## src/rtl/ss_ref_pkg.sv

```systemverilog
package ss_ref_pkg;
  typedef enum logic [1:0] {
    SS_IDLE = 2'd0,
    SS_RAMP = 2'd1,
    SS_HOLD = 2'd2
  } ss_state_e;
endpackage

```

## src/rtl/ss_step_pacer.sv

```systemverilog
// Divides counted ticks into step strobes: a lead-in of one full period, then
// one strobe at the last phase of every period.
module ss_step_pacer #(
  parameter int STEP_TICKS = 16
) (
  input  logic clk_i,
  input  logic rst_ni,
  input  logic clear_i,
  input  logic en_i,
  output logic step_o
);
  localparam int PH_W = (STEP_TICKS > 2) ? $clog2(STEP_TICKS) : 1;
  localparam logic [PH_W-1:0] PH_LAST = PH_W'(STEP_TICKS - 1);
  localparam logic [PH_W-1:0] PH_PRE  = PH_W'(STEP_TICKS - 2);

  logic [PH_W-1:0] phase_q;
  logic            armed_q;

  always_ff @(posedge clk_i or negedge rst_ni) begin
    if (!rst_ni) begin
      phase_q <= '0;
      armed_q <= 1'b0;
    end else if (clear_i) begin
      phase_q <= '0;
      armed_q <= 1'b0;
    end else if (en_i) begin
      if (phase_q == PH_LAST) begin
        phase_q <= '0;
        armed_q <= 1'b1;
      end else begin
        phase_q <= phase_q + 1'b1;
      end
    end
  end

  assign step_o = en_i && armed_q && (phase_q == PH_PRE);
endmodule

```

## src/rtl/ss_code_reg.sv

```systemverilog
module ss_code_reg #(
  parameter int STEPS  = 127,
  parameter int CODE_W = 7
) (
  input  logic              clk_i,
  input  logic              rst_ni,
  input  logic              clear_i,
  input  logic              inc_i,
  output logic [CODE_W-1:0] code_o,
  output logic              last_o
);
  localparam logic [CODE_W-1:0] CODE_PRE = CODE_W'(STEPS - 1);

  logic [CODE_W-1:0] code_q;

  always_ff @(posedge clk_i or negedge rst_ni) begin
    if (!rst_ni)      code_q <= '0;
    else if (clear_i) code_q <= '0;
    else if (inc_i)   code_q <= code_q + 1'b1;
  end

  assign code_o = code_q;
  assign last_o = (code_q == CODE_PRE);
endmodule

```

## src/rtl/ss_ramp_ctrl.sv

```systemverilog
module ss_ramp_ctrl
  import ss_ref_pkg::*;
(
  input  logic clk_i,
  input  logic rst_ni,
  input  logic start_i,
  input  logic tick_i,
  input  logic step_i,
  input  logic last_i,
  output logic count_en_o,
  output logic clear_o,
  output logic hold_o
);
  ss_state_e state_q, state_d;

  assign clear_o    = start_i;
  assign count_en_o = tick_i && !start_i && (state_q == SS_RAMP);

  always_comb begin
    state_d = state_q;
    if (start_i) state_d = SS_RAMP;
    else if (state_q == SS_RAMP && step_i && last_i) state_d = SS_HOLD;
  end

  always_ff @(posedge clk_i or negedge rst_ni) begin
    if (!rst_ni) state_q <= SS_IDLE;
    else         state_q <= state_d;
  end

  assign hold_o = (state_q == SS_HOLD);
endmodule

```

## src/rtl/soft_start_ref.sv

```systemverilog
module soft_start_ref #(
  parameter int STEPS      = 127,
  parameter int STEP_TICKS = 16,
  parameter int CODE_W     = $clog2(STEPS + 1)
) (
  input  logic              clk_i,
  input  logic              rst_ni,
  input  logic              tick_i,
  input  logic              start_i,
  output logic [CODE_W-1:0] ref_code_o,
  output logic              done_o
);
  logic count_en, clear, step, last;

  ss_ramp_ctrl u_ctrl (
    .clk_i      (clk_i),
    .rst_ni     (rst_ni),
    .start_i    (start_i),
    .tick_i     (tick_i),
    .step_i     (step),
    .last_i     (last),
    .count_en_o (count_en),
    .clear_o    (clear),
    .hold_o     (done_o)
  );

  ss_step_pacer #(.STEP_TICKS(STEP_TICKS)) u_pacer (
    .clk_i   (clk_i),
    .rst_ni  (rst_ni),
    .clear_i (clear),
    .en_i    (count_en),
    .step_o  (step)
  );

  ss_code_reg #(.STEPS(STEPS), .CODE_W(CODE_W)) u_code (
    .clk_i   (clk_i),
    .rst_ni  (rst_ni),
    .clear_i (clear),
    .inc_i   (step),
    .code_o  (ref_code_o),
    .last_o  (last)
  );
endmodule

```

## config.mk

```make
export PLATFORM = sky130hd
export DESIGN_NAME = soft_start_ref
export DESIGN_NICKNAME = d
export VERILOG_FILES = /design/src/rtl/ss_ref_pkg.sv /design/src/rtl/ss_step_pacer.sv /design/src/rtl/ss_code_reg.sv /design/src/rtl/ss_ramp_ctrl.sv /design/src/rtl/soft_start_ref.sv
export SDC_FILE = /design/constraint.sdc
export NUM_CORES = 1
export LEC_CHECK = 0
export CORE_MARGIN = 4
export CORE_UTILIZATION = 48
export CTS_BUF_LIST = sky130_fd_sc_hd__clkbuf_4
export CTS_CLUSTER_DIAMETER = 40
export CTS_CLUSTER_SIZE = 25
export DETAILED_ROUTE_END_ITERATION = 10
export GPL_TIMING_DRIVEN = 0
export PLACE_DENSITY = 0.76
export SKIP_CTS_REPAIR_TIMING = 1
export SLEW_MARGIN = 20
export SYNTH_ARGS = -nofsm -noshare
export SYNTH_HDL_FRONTEND = slang
export SYNTH_HIERARCHICAL = 1
export SYNTH_SLANG_ARGS = --single-unit
```

## constraint.sdc

```tcl
create_clock -name clk_i -period 2 [get_ports clk_i]
set_input_delay 0.3 -clock clk_i [delete_from_list [all_inputs] [get_ports clk_i]]
set_output_delay 0.3 -clock clk_i [all_outputs]
set_load 0.005 [all_outputs]
```

Word-level counts from Yosys, hierarchy flattened
Cells that the tools add are included.

Output and inout bits: 8. Memory bits (writable): 0. Logic and storage cells: 33. Memory bits (read-only): 0. Memories kept: 0. Input bits: 4. Bits in latches: 0. Bits in registers: 14.

Order comparisons: 0. Reduce and logical (&&, ||, !) cells: 12. Mux-type cells: 10. Equal/unequal tests: 5. Multiply operators: 0. Shift operators: 0. $add $sub $neg: 2. Div/mod/pow operators: 0. Bitwise logic cells: 0.

Operators by type and width (number): two-way mux 7 bit (2); two-way mux 4 bit (3); == test 4 bit, second input constant (2); nonzero test 2 bit (4); adder 7 x 1 -> 7 bit, second input constant (1); == test 7 bit, second input constant (1); logical AND 1 bit (6); adder 4 x 1 -> 4 bit, second input constant (1); two-way mux 2 bit (2); two-way mux 1 bit (3); == test 2 x 1 -> 1 bit, second input constant (1); == test 2 bit, second input constant (1); AND reduction 2 bit (1); logical NOT 1 bit (1).

Longest topological paths before layout
Depth in word-level cells: 9. Depth in mapped cells: 7. Gate-level depth less buffers: 7.

Hierarchy
Netlist, hierarchy kept.

By module, submodules not included: ss_code_reg (seq. area each 175.2 um^2, cells each 33, instances 1, area each 337.8 um^2); ss_step_pacer (seq. area each 125.1 um^2, cells each 29, instances 1, area each 275.3 um^2); ss_ramp_ctrl (seq. area each 50.0 um^2, cells each 10, instances 1, area each 100.1 um^2).

Worst setup path before layout
OpenSTA, ideal clock, no wires.

Kind: flip-flop to flip-flop. From: reg u_ctrl.state_q[1]. To: reg u_code.code_q[5], in the netlist u_code/code_o[5]. Required time: 1923 ps. Path buffers: 1. Path slack: 102 ps. Arrival: 1821 ps. Cell stages (with the launch flop): 8. Clock period less this slack: 1898 ps. Setup time: 77 ps. Cells stage by stage: dfrtp_1 and4bb_2 buf_6 nand3_1 nor2_1 nand4_2 or3_1 a21oi_1.

Word-level cells in the longest chain between the ends: 5.

Ends and longest elaborated chain: start, declared (line ss_ramp_ctrl.sv:14) `ss_state_e state_q, state_d;`; start signal, assigned (line ss_ramp_ctrl.sv:27) `else state_q <= state_d;`; == test 2 x 1 -> 1 bit (line ss_ramp_ctrl.sv:17) `assign count_en_o = tick_i && !start_i && (state_q == SS_RAMP);`; logical AND 1 bit (line ss_ramp_ctrl.sv:17); net count_en (line soft_start_ref.sv:13) `logic count_en, clear, step, last;`; logical AND 1 bit (2 in a row) (line ss_step_pacer.sv:36) `assign step_o = en_i && armed_q && (phase_q == PH_PRE);`; net step (line soft_start_ref.sv:13); nonzero test 2 bit (no line); end signal, assigned (line ss_code_reg.sv:19) `else if (inc_i) code_q <= code_q + 1'b1;`; end, declared (line ss_code_reg.sv:14) `logic [CODE_W-1:0] code_q;`.

The timed path passes the listed nets, and every way through them passes these cells. A chain may end at the register's enable or synchronous reset.

Worst setup path in the final report
Same ends and word-level chain as after synthesis.

==> impl_metrics.tcl <==
set metrics [dict create \
    syn-instance-count 72 \
    worst_slew_pin_slew_ns 0.629 \
    cts_num_sinks 14 \
    synth_area_um2 713 \
    timing.hold.ws_ns 0.286 \
    syn_nets 80 \
    design.final.nets 98 \
    path_buf_inv 1 \
    totalWireLength_um 1420 \
    worstPathCellList "and4bb_2 -> buf_6 -> nand3_1 -> nor2_4 -> nand4_2 -> or3_1 -> a21oi_1" \
    avgViaCountPerCell 5.53 \
    arrival_ns 2.08 \
    worst_ep_required_time_ns 2.20 \
    critical_path_class "flip-flop to flip-flop" \
    finalSetupViolations 0 \
    global_route_wire_length_before_repair_um 2440 \
    total_number_of_vias 575 \
    max-slew-margin-rel_pct 58.0 \
    layout-area-overhead-vs-synth_pct 25.3 \
    drt-initial-drc-count 11 \
    finalClockSkew_ns 0.00192 \
    crit_slowest_cell "dfrtp_1" \
    number_of_cell_rows 13 \
    detail-route-antenna-nets 0 \
    cp_top_family "simple AND/OR/NAND/NOR gates" \
    initial_core_utilization_pct 52.8 \
    grt_overflow_total 0 \
    drive_above_1_share_pct 12.4 \
    post-route-drc-count 0 \
    stdcell_count 104 \
    synth-seq-area-share_pct 49.1 \
    drt_pre_antenna_iters 4 \
    maximum_net_fanout_on_the_critical_path 6 \
    critPathLaunchType "flip-flop" \
    antenna_found_initial 0 \
    synthDistinctLibCells 22 \
    multiInputGateArea_um2 340 \
    layout_worst_path_cycle_share_pct 94.0 \
    clk_pin_slew_ns 0.08 \
    place_hpwl_um 1020 \
    preCtsSetupSlack_ns -0.584 \
    core-area_um2 1350 \
    routabilityCongestion 0.806 \
    groute.usage.overall_pct 16.5 \
    die_y_um 46.5 \
    grt_max_degree 15 \
    avgRoutedWirePerCell_um 13.7 \
    register_area_um2 350 \
    ys_ff_latch 14 \
    synthesis.yosys.warnings 6 \
    power_per_cell_area_nw_per_um2 536 \
    max_transition_viols_final 0 \
    finish.instance_area_um2 893 \
    worstSetupEndpointType "flip-flop" \
    cts-root-buf "clkbuf_4" \
    max_incr_delay_on_cp_ns 0.41 \
    period_minus_slack_ns 1.88 \
    clock_tree.htree_level_count 1 \
    setup_ws_ns 0.119 \
    die_width_um 46.5 \
    final.fill_count 114 \
    via_count_of_the_first_global_routing_pass 574 \
    hold_viol_final 0 \
    antennaDiodeCount 0 \
    ios 12 \
    vdd.ir_drop.worst_mv 0.323 \
    synth_area_per_cell_um2 9.91 \
    fmax_mhz 532 \
    clock_insertion_delay_worst_skew_ns 0.27 \
    total_leakage_power_nw 0.392 \
    total_instance_count_after_detailed_placement 98 \
    port-buffer-count 11 \
    tritoncts_clock_tree "built" \
    cts_buffers 3 \
    die_area_um2 2170 \
    run_status "completed" \
    number_of_max_cap_violations 0 \
    placed_cell_area_um2 842 \
    timing.hold.worst.class "input port to flip-flop" \
    cts.path.max_buffers 2 \
]
==> worst register-to-register path, delay by kind of cell, from the launching register on <==
| kind | cells | cell delay, ns |
|---|---|---|
| compound gates | 1 | 0.15 |
| buf+inv | 1 | 0.12 |
| flops | 1 | 0.41 |
| simple gates | 5 | 1.12 |
==> where the power goes <==
part | internal [W] | switching, W | total [W]
Sequential | 0.000285 | 0.00000341 | 0.000288
Clock | 0.0000722 | 0.0000875 | 0.000160
Combinational | 0.0000138 | 0.0000169 | 0.0000307
==> worst paths after layout <==
kind,from,endpoint,slack [ns],cells after the start
worst min register to register,u_pacer/armed_q,u_pacer/armed_q,0.52,2
worst max register to register,u_ctrl/state_q[1],u_code/code_o[5],0.12,7
max in group asynchronous,rst_ni,u_pacer/phase_q[0],1.18,1
min in group asynchronous,rst_ni,u_code/code_o[4],0.41,1
worst max-delay path,u_ctrl/state_q[1],u_code/code_o[5],0.12,7
worst min-delay path,start_i,u_ctrl/state_q[1],0.29,2
==> per-layer routing <==
metal | up-vias | part of all wire (%) | GRT usage [%]
met1 | 281 | 46 | 20.0
met3 | 2 | 2.9 | 3.91
met5 | - | 0 | 0
met4 | 0 | 0.84 | 8.52
li1 | 282 | - | -
met2 | 10 | 50 | 26.6
==> metrics by stage <==
step                      util (%)  TNS (ns)  power [W]
after floorplan                  -         0   0.000310
after global placement        62.4     -2.12   0.000325
after detailed placement      62.4     -2.74   0.000325
after CTS                     64.3    -0.644   0.000491
after global routing          66.2   -0.0154   0.000505
final                         66.2         0   0.000479
==> cell type report <==
type | instances | area share [%]
clock inverters | 1 | 0.420
flip-flops and latches | 14 | 39.2
inverters | 3 | 1.26
repair buffers | 13 | 14.3
multi-input cells | 53 | 38.1
plain buffers | 2 | 2.10
clock buffers | 3 | 2.52
well taps | 15 | 2.10
==> Yosys cell counts (all sizes together) <==
| master | instances | area, um2 |
|---|---|---|
| dfrtp | 14 | 350 |
| nor2 | 14 | 52.6 |
| nand2 | 7 | 28.8 |
| a21oi | 4 | 20.0 |
| ha | 4 | 50.1 |
| xor2 | 4 | 35.0 |
| a31oi | 3 | 18.8 |
| inv | 3 | 11.3 |
| nand4 | 3 | 25.0 |
| o21ai | 3 | 15.0 |
| or3 | 3 | 18.8 |
| buf | 2 | 18.8 |
| mux2i | 2 | 20.0 |
| a211oi | 1 | 7.51 |
| a41oi | 1 | 8.76 |
| and4bb | 1 | 12.5 |
| nand3 | 1 | 5.00 |
| nor2b | 1 | 6.26 |
| xnor2 | 1 | 8.76 |
==> cells in the final DEF, fill, tap and decap left out, types with 4 or more instances in the layout <==
master           netlist  final
dfrtp_1               14     14
nor2_1                14     13
clkdlybuf4s50_1        0     10
nand2_1                6      6
a21oi_1                4      4
xor2_1                 4      4
ha_1                   4      4
==> flip-flops by register name (all words and copies together) (netlist names) <==
register,cells
u_code/code_o,7
u_pacer/phase_q,4
u_ctrl/state_q,2
u_pacer/armed_q,1
==> kinds of logic after synthesis <==
logic type / share of synthesized area, %
adders and majority gates: 7.02
xor gates and xnor gates: 6.14
DFF: 49.1
AOI/OAI and AO/OA: 9.82
buffers and inverters: 4.21
muxes: 2.81
and+or+nand+nor: 20.9
Note: power is estimated with default switching activity, not from simulation.
